==> config.mk <==
export PLATFORM = sky130hd
export DESIGN_NAME = pulse_burst_gen
export DESIGN_NICKNAME = d
export VERILOG_FILES = /design/src/rtl/pbg_pkg.sv /design/src/rtl/pbg_datapath.sv /design/src/rtl/pbg_control.sv /design/src/rtl/pulse_burst_gen.sv
export SDC_FILE = /design/constraint.sdc
export NUM_CORES = 1
export LEC_CHECK = 0
export CORE_ASPECT_RATIO = 1.1
export CORE_MARGIN = 4
export CORE_UTILIZATION = 62
export DETAILED_ROUTE_END_ITERATION = 8
export DONT_BUFFER_PORTS = 1
export PLACE_DENSITY = 0.89
export SLEW_MARGIN = 20
export SYNTH_ARGS = -nofsm -noshare
export SYNTH_HDL_FRONTEND = slang
export SYNTH_SLANG_ARGS = --single-unit
==> constraint.sdc <==
create_clock -name clk -period 5.4 [get_ports clk]
set_input_delay 0 -clock clk [delete_from_list [all_inputs] [get_ports clk]]
set_output_delay 0 -clock clk [all_outputs]
set_load 0.005 [all_outputs]
==> src/rtl/pbg_pkg.sv <==
`timescale 1ns/1ps
package pbg_pkg;
  localparam int JSTAGES = 5;
  localparam int JSTATES = 2 * JSTAGES;

  typedef struct packed {
    logic clearCnt;
    logic arm;
  } ctrlStrb_t;

  typedef enum logic [1:0] {ST_IDLE, ST_ARM, ST_RUN} ctrlState_t;

  // one-hot decode of a twisted-ring state
  function automatic logic [JSTATES-1:0] johnDecode(input logic [JSTAGES-1:0] j);
    logic [JSTATES-1:0] d;
    d[0] = ~j[0] & ~j[JSTAGES-1];
    for (int k = 1; k < JSTAGES; k++) d[k] = j[k-1] & ~j[k];
    d[JSTAGES] = j[0] & j[JSTAGES-1];
    for (int k = JSTAGES + 1; k < JSTATES; k++) d[k] = ~j[k-JSTAGES-1] & j[k-JSTAGES];
    return d;
  endfunction
endpackage

==> src/rtl/pbg_datapath.sv <==
`timescale 1ns/1ps
module pbg_datapath
  import pbg_pkg::*;
#(
  parameter int PERIOD_W = 8,
  parameter int SEL_W    = 4
) (
  input  logic                clk,
  input  logic                rst,
  input  ctrlStrb_t           strb,
  input  logic [SEL_W-1:0]    countSel,
  input  logic [PERIOD_W-1:0] periodCfg,
  input  logic [PERIOD_W-1:0] highCfg,
  output logic                pulseOut,
  output logic                gateOpen,
  output logic                hit
);
  localparam logic [PERIOD_W-1:0] MIN_PERIOD = PERIOD_W'(2);
  localparam logic [PERIOD_W-1:0] ONE_P      = PERIOD_W'(1);
  localparam logic [SEL_W-1:0]    MAX_SEL    = SEL_W'(JSTATES - 1);
  localparam logic [SEL_W-1:0]    ONE_S      = SEL_W'(1);

  logic [PERIOD_W-1:0] effPeriod, effHigh, phaseCnt;
  logic                srcPulse, srcPrev, fall;
  logic [JSTAGES-1:0]  john, nextJohn;
  logic [JSTATES-1:0]  nextDec, selOneHot;
  logic [SEL_W-1:0]    effSel;

  // free-running pulse source
  always_comb begin
    effPeriod = (periodCfg < MIN_PERIOD) ? MIN_PERIOD : periodCfg;
    if (highCfg == '0)              effHigh = ONE_P;
    else if (highCfg >= effPeriod)  effHigh = effPeriod - ONE_P;
    else                            effHigh = highCfg;
  end

  always_ff @(posedge clk) begin
    if (rst)                                phaseCnt <= '0;
    else if (phaseCnt >= effPeriod - ONE_P) phaseCnt <= '0;
    else                                    phaseCnt <= phaseCnt + ONE_P;
  end

  assign srcPulse = (phaseCnt < effHigh);

  always_ff @(posedge clk) begin
    if (rst) srcPrev <= 1'b0;
    else     srcPrev <= srcPulse;
  end

  // falling edge of a pulse that passed the gate
  assign fall = gateOpen & srcPrev & ~srcPulse;

  // count select latch, held as a one-hot target
  assign effSel = (countSel == '0 || countSel > MAX_SEL) ? ONE_S : countSel;

  always_ff @(posedge clk) begin
    if (rst)                selOneHot <= JSTATES'(2);
    else if (strb.clearCnt) selOneHot <= JSTATES'(1) << effSel;
  end

  // twisted-ring pulse counter
  assign nextJohn = {john[JSTAGES-2:0], ~john[JSTAGES-1]};
  assign nextDec  = johnDecode(nextJohn);

  always_ff @(posedge clk) begin
    if (rst || strb.clearCnt) john <= '0;
    else if (fall)            john <= nextJohn;
  end

  assign hit = fall & (|(nextDec & selOneHot));

  // output gate, moved only while the source is low
  always_ff @(posedge clk) begin
    if (rst) gateOpen <= 1'b0;
    else if (!srcPulse) begin
      if (hit)           gateOpen <= 1'b0;
      else if (strb.arm) gateOpen <= 1'b1;
    end
  end

  assign pulseOut = gateOpen & srcPulse;


  gate_move_low_chk: assert property (@(posedge clk) disable iff (rst)
    (gateOpen != $past(gateOpen)) |-> !$past(srcPulse));


  ring_onehot_chk: assert property (@(posedge clk) disable iff (rst)
    $countones(johnDecode(john)) == 1);


  close_after_hit_chk: assert property (@(posedge clk) disable iff (rst)
    hit |=> !gateOpen);


  target_stable_chk: assert property (@(posedge clk) disable iff (rst)
    (gateOpen && !strb.clearCnt) |=> $stable(selOneHot));
endmodule

==> src/rtl/pbg_control.sv <==
`timescale 1ns/1ps
module pbg_control
  import pbg_pkg::*;
(
  input  logic      clk,
  input  logic      rst,
  input  logic      startStb,
  input  logic      gateOpen,
  input  logic      hit,
  output ctrlStrb_t strb,
  output logic      busy,
  output logic      done
);
  ctrlState_t state;

  always_ff @(posedge clk) begin
    if (rst) begin
      state <= ST_IDLE;
      done  <= 1'b0;
    end else begin
      done <= 1'b0;
      case (state)
        ST_IDLE: if (startStb) state <= ST_ARM;
        ST_ARM:  if (gateOpen) state <= ST_RUN;
        ST_RUN:  if (hit) begin
                   state <= ST_IDLE;
                   done  <= 1'b1;
                 end
        default: state <= ST_IDLE;
      endcase
    end
  end

  always_comb begin
    strb.clearCnt = (state == ST_IDLE) && startStb;
    strb.arm      = (state == ST_ARM);
  end

  assign busy = (state != ST_IDLE);


  done_single_chk: assert property (@(posedge clk) disable iff (rst)
    done |=> !done);


  done_not_busy_chk: assert property (@(posedge clk) disable iff (rst)
    done |-> !busy);


  restart_ignored_chk: assert property (@(posedge clk) disable iff (rst)
    (state == ST_RUN && startStb && !hit) |=> (state == ST_RUN));


  idle_gate_closed_chk: assert property (@(posedge clk) disable iff (rst)
    (state == ST_IDLE) |-> !gateOpen);
endmodule

==> src/rtl/pulse_burst_gen.sv <==
`timescale 1ns/1ps
module pulse_burst_gen
  import pbg_pkg::*;
#(
  parameter int PERIOD_W = 8,
  parameter int SEL_W    = 4
) (
  input  logic                clk,
  input  logic                rst,
  input  logic                startStb,
  input  logic [SEL_W-1:0]    countSel,
  input  logic [PERIOD_W-1:0] periodCfg,
  input  logic [PERIOD_W-1:0] highCfg,
  output logic                pulseOut,
  output logic                busy,
  output logic                done
);
  ctrlStrb_t strb;
  logic      gateOpen, hit;

  pbg_control i_ctrl (
    .clk(clk), .rst(rst), .startStb(startStb), .gateOpen(gateOpen), .hit(hit),
    .strb(strb), .busy(busy), .done(done)
  );

  pbg_datapath #(.PERIOD_W(PERIOD_W), .SEL_W(SEL_W)) i_dp (
    .clk(clk), .rst(rst), .strb(strb), .countSel(countSel),
    .periodCfg(periodCfg), .highCfg(highCfg),
    .pulseOut(pulseOut), .gateOpen(gateOpen), .hit(hit)
  );
endmodule

==> metrics.cfg <==
[status]
status=complete, no violations

[hold_path]
whs_endpoint=i_dp.selOneHot[1]$_SDFFE_PP1P_
hp-start=countSel[3]
hp-class=input pin to flip-flop
whs_path_depth=3

[cts]
cts_tree=yes
cts.reportedPaths.clkPinSlew_ns=0.14
h-tree-depth=1
post_cts_buffers=0
cts_made_buffers=3
max-clock-path-buffers=2
insertion_delay_ns=0.35
cts.root.buffer_cell=clkbuf_4
clock_sinks=28

[floorplan]
ioPinCount=26
die-area_sq_um=4130
initial_core_util_pct=64.4
die_w_um=61.7
fp-row-count=21
core_sq_um=3050
die_y_um=67.0

[setup_path]
cp.arrival_ns=3.60
crit_fanout=13
cp-end-kind=primary output
r2r_end=i_dp.phaseCnt[1]$_SDFF_PP0_
rr_worst_depth=9
crit_required_ns=5.40
worst_setup_path_start_kind=input pin
worstReg2RegStart=i_dp.phaseCnt[0]$_SDFF_PP0_
path_class=input pin to primary output
ff2ff_setup_slack_ns=3.23

[timing]
slew_violations=0
finalSetupTns_ns=0
hold_violations=0
final.period_utilization_pct=66.6
finalSetupViolCount=0
slew_headroom_pct=49.1
fmax_ghz=0.278
rsz0062_at_grt=false
worst_pin_slew_ns=0.764
clock_skew_ns=0.00885
post-route-min-period_ns=3.60

[placed_design]
dpl-instance-area_sq_um=1990
place.gp.congestion=0.900
dpl.hpwl_um=3410
portBuffers=0

[finish]
final_common_cell=dfxtp_1
diodes=0
area_growth_pct=7.84
layout_common_cells=28 x dfxtp_1, 23 x nand2_1, 23 x ha_1, 21 x nor2_1, 17 x a21oi_1
drive_gt1_share_pct=7.59
finalNetCount=284
stdcell_area_sq_um=2120

[global_route]
grt_pass1_vias=1766
antenna_found_initial=0
grt_max_degree=17
grt_pass1_wl_um=7370
grt-ovfl-total=0
grt_use_total_pct=23.8

[routing]
vias=1751
drtAntennaViolNets=0
routed_wl_um=4400
dr.pass1.iters=4
drt_iter0_markers=84
wl_per_cell_um=16.2
drc=0
vias_per_cell=6.46

[power]
internal_power_w=0.000365
p_per_area_nw_per_um2=250
static-leakage-power_nw=0.915
seq_power_share_pct=46.5
switching_power_w=0.000163
power_frac_clock_pct=26.3
p_sw_share_pct=30.9
pwr-share-comb_pct=27.1
ir_drop_v=0.000340

[logic_synthesis]
ys_seq_elements=28
synthFlopType=dfxtp_1
yosys_warnings=0
avgSynthCellArea_sq_um=8.57
synth_top_area_cell=dfxtp_1
synth_area_sq_um=1960
seq_area_frac_synth_pct=28.6
synth.area.top_cells=dfxtp_1 29%, ha_1 15%, nand2_1 4.4%
syn_inst=229
ys_types=48
synthArstFlopShare_pct=0
syn_nets=275
yosysTopAreaCellShare_pct=28.6
synth_edf_count=0

[job]
maxCapViolations=0

power by group through the flow:
stage	combinational, W	sequential [W]	clock [W]
2_1_floorplan	0.000116	0.000241	0
3_3_place_gp	0.000132	0.000249	0
3_5_place_dp	0.000137	0.000250	0
4_1_cts	0.000144	0.000246	0.000141
5_1_grt	0.000166	0.000249	0.000147
6_report	0.000143	0.000246	0.000139
sequential cells by signal, summed over array words and instances (netlist names):
signal and count:
i_dp.selOneHot 10, i_dp.phaseCnt 8, i_dp.john 5, i_ctrl.state 2, i_ctrl.done 1, i_dp.gateOpen 1
i_dp.srcPrev 1
synthesized netlist by cell type, types with 2 or more instances:
cell	count
clkbuf_1	3
nand2b_1	2
o21ai_1	3
a21oi_1	17
ha_1	23
a21boi_0	2
mux2i_1	6
nor3_1	4
a21o_1	8
o211ai_1	6
a22oi_1	5
inv_1	16
and3_1	3
o21ai_0	2
a221oi_1	3
dfxtp_1	28
nand2_1	23
xnor2_1	4
nor4_1	3
a32o_1	4
nand3_1	9
xor2_1	5
inv_2	2
and2_1	3
nor2_1	21
a211o_1	2
how the worst max path moves through the flow:
stage | to | depth (start not counted) | startpoint
after floorplan | i_ctrl.done$_SDFF_PP0_ | 19 | periodCfg[6]
after global routing | pulseOut | 17 | periodCfg[6]
after CTS | pulseOut | 18 | periodCfg[6]
final | pulseOut | 18 | periodCfg[6]
after global placement | i_ctrl.done$_SDFF_PP0_ | 17 | periodCfg[6]
after detailed placement | i_ctrl.done$_SDFF_PP0_ | 18 | periodCfg[6]
kinds of logic (layout without fill, tap and decap cells):
logic type / Yosys count / count (layout) / synth area share, %
simple gates: 79 / 79 / 21.1
flops: 28 / 28 / 28.6
fa+ha+maj: 23 / 23 / 14.7
buf+inv: 21 / 29 / 4.02
xor+xnor: 9 / 9 / 4.02
mux: 6 / 6 / 3.06
compound gates: 63 / 63 / 24.6
per-stage QoR:
stage / worst slack (ns) / util (%) / power, W / cells / hold WS (ns)
finish: 1.80 / 69.5 / 0.000528 / 271 / 0.00843
global route: 1.55 / 69.5 / 0.000563 / 271 / 0.0787
CTS: 1.81 / 69.5 / 0.000530 / 271 / 0.00655
detailed placement: 1.65 / 65.4 / 0.000387 / 260 / 0.0736
global placement: 1.76 / 65.4 / 0.000382 / 260 / 0.0697
floorplan: 1.87 / - / 0.000358 / 229 / 0.148
area by class of cell:
cell class,instances,area [sq um]
clock buffers,3,22.5
clock inverters,1,30.0
fillers,250,931
inverters,18,67.6
multi-input cells,180,1320
flip-flops and latches,28,561
well taps,34,42.5
repair buffers,7,70.1
worst max-delay path, stage by stage:
cell and delay, ns:
nor4_4 0.29, nand2_2 0.12, o21ai_1 0.22, inv_1 0.07
ha_1 0.27, nand2b_1 0.16, a41o_1 0.27, a31oi_4 0.18
nand2_1 0.26, nand2_1 0.14, o211ai_1 0.10, ha_1 0.31
a21o_1 0.18, a21o_1 0.20, a311o_2 0.38, o21ai_4 0.19
nand2_1 0.11, nor2_1 0.16
metal layers:
| layer | up-vias | share of wire, % | GRT usage (%) |
|---|---|---|---|
| met3 | 9 | 5.3 | 3.68 |
| met4 | 0 | 2.9 | 13.5 |
| li1 | 861 | - | - |
| met5 | - | 0 | 0 |
| met1 | 834 | 43 | 28.1 |
| met2 | 47 | 49 | 39.7 |
timing repair:
action / in CTS / in global routing
hold endpoints to repair: 20 / 0
hold buffers: 7 / 0
resized for setup: 0 / 0
Note: power is estimated with default switching activity, not from simulation.
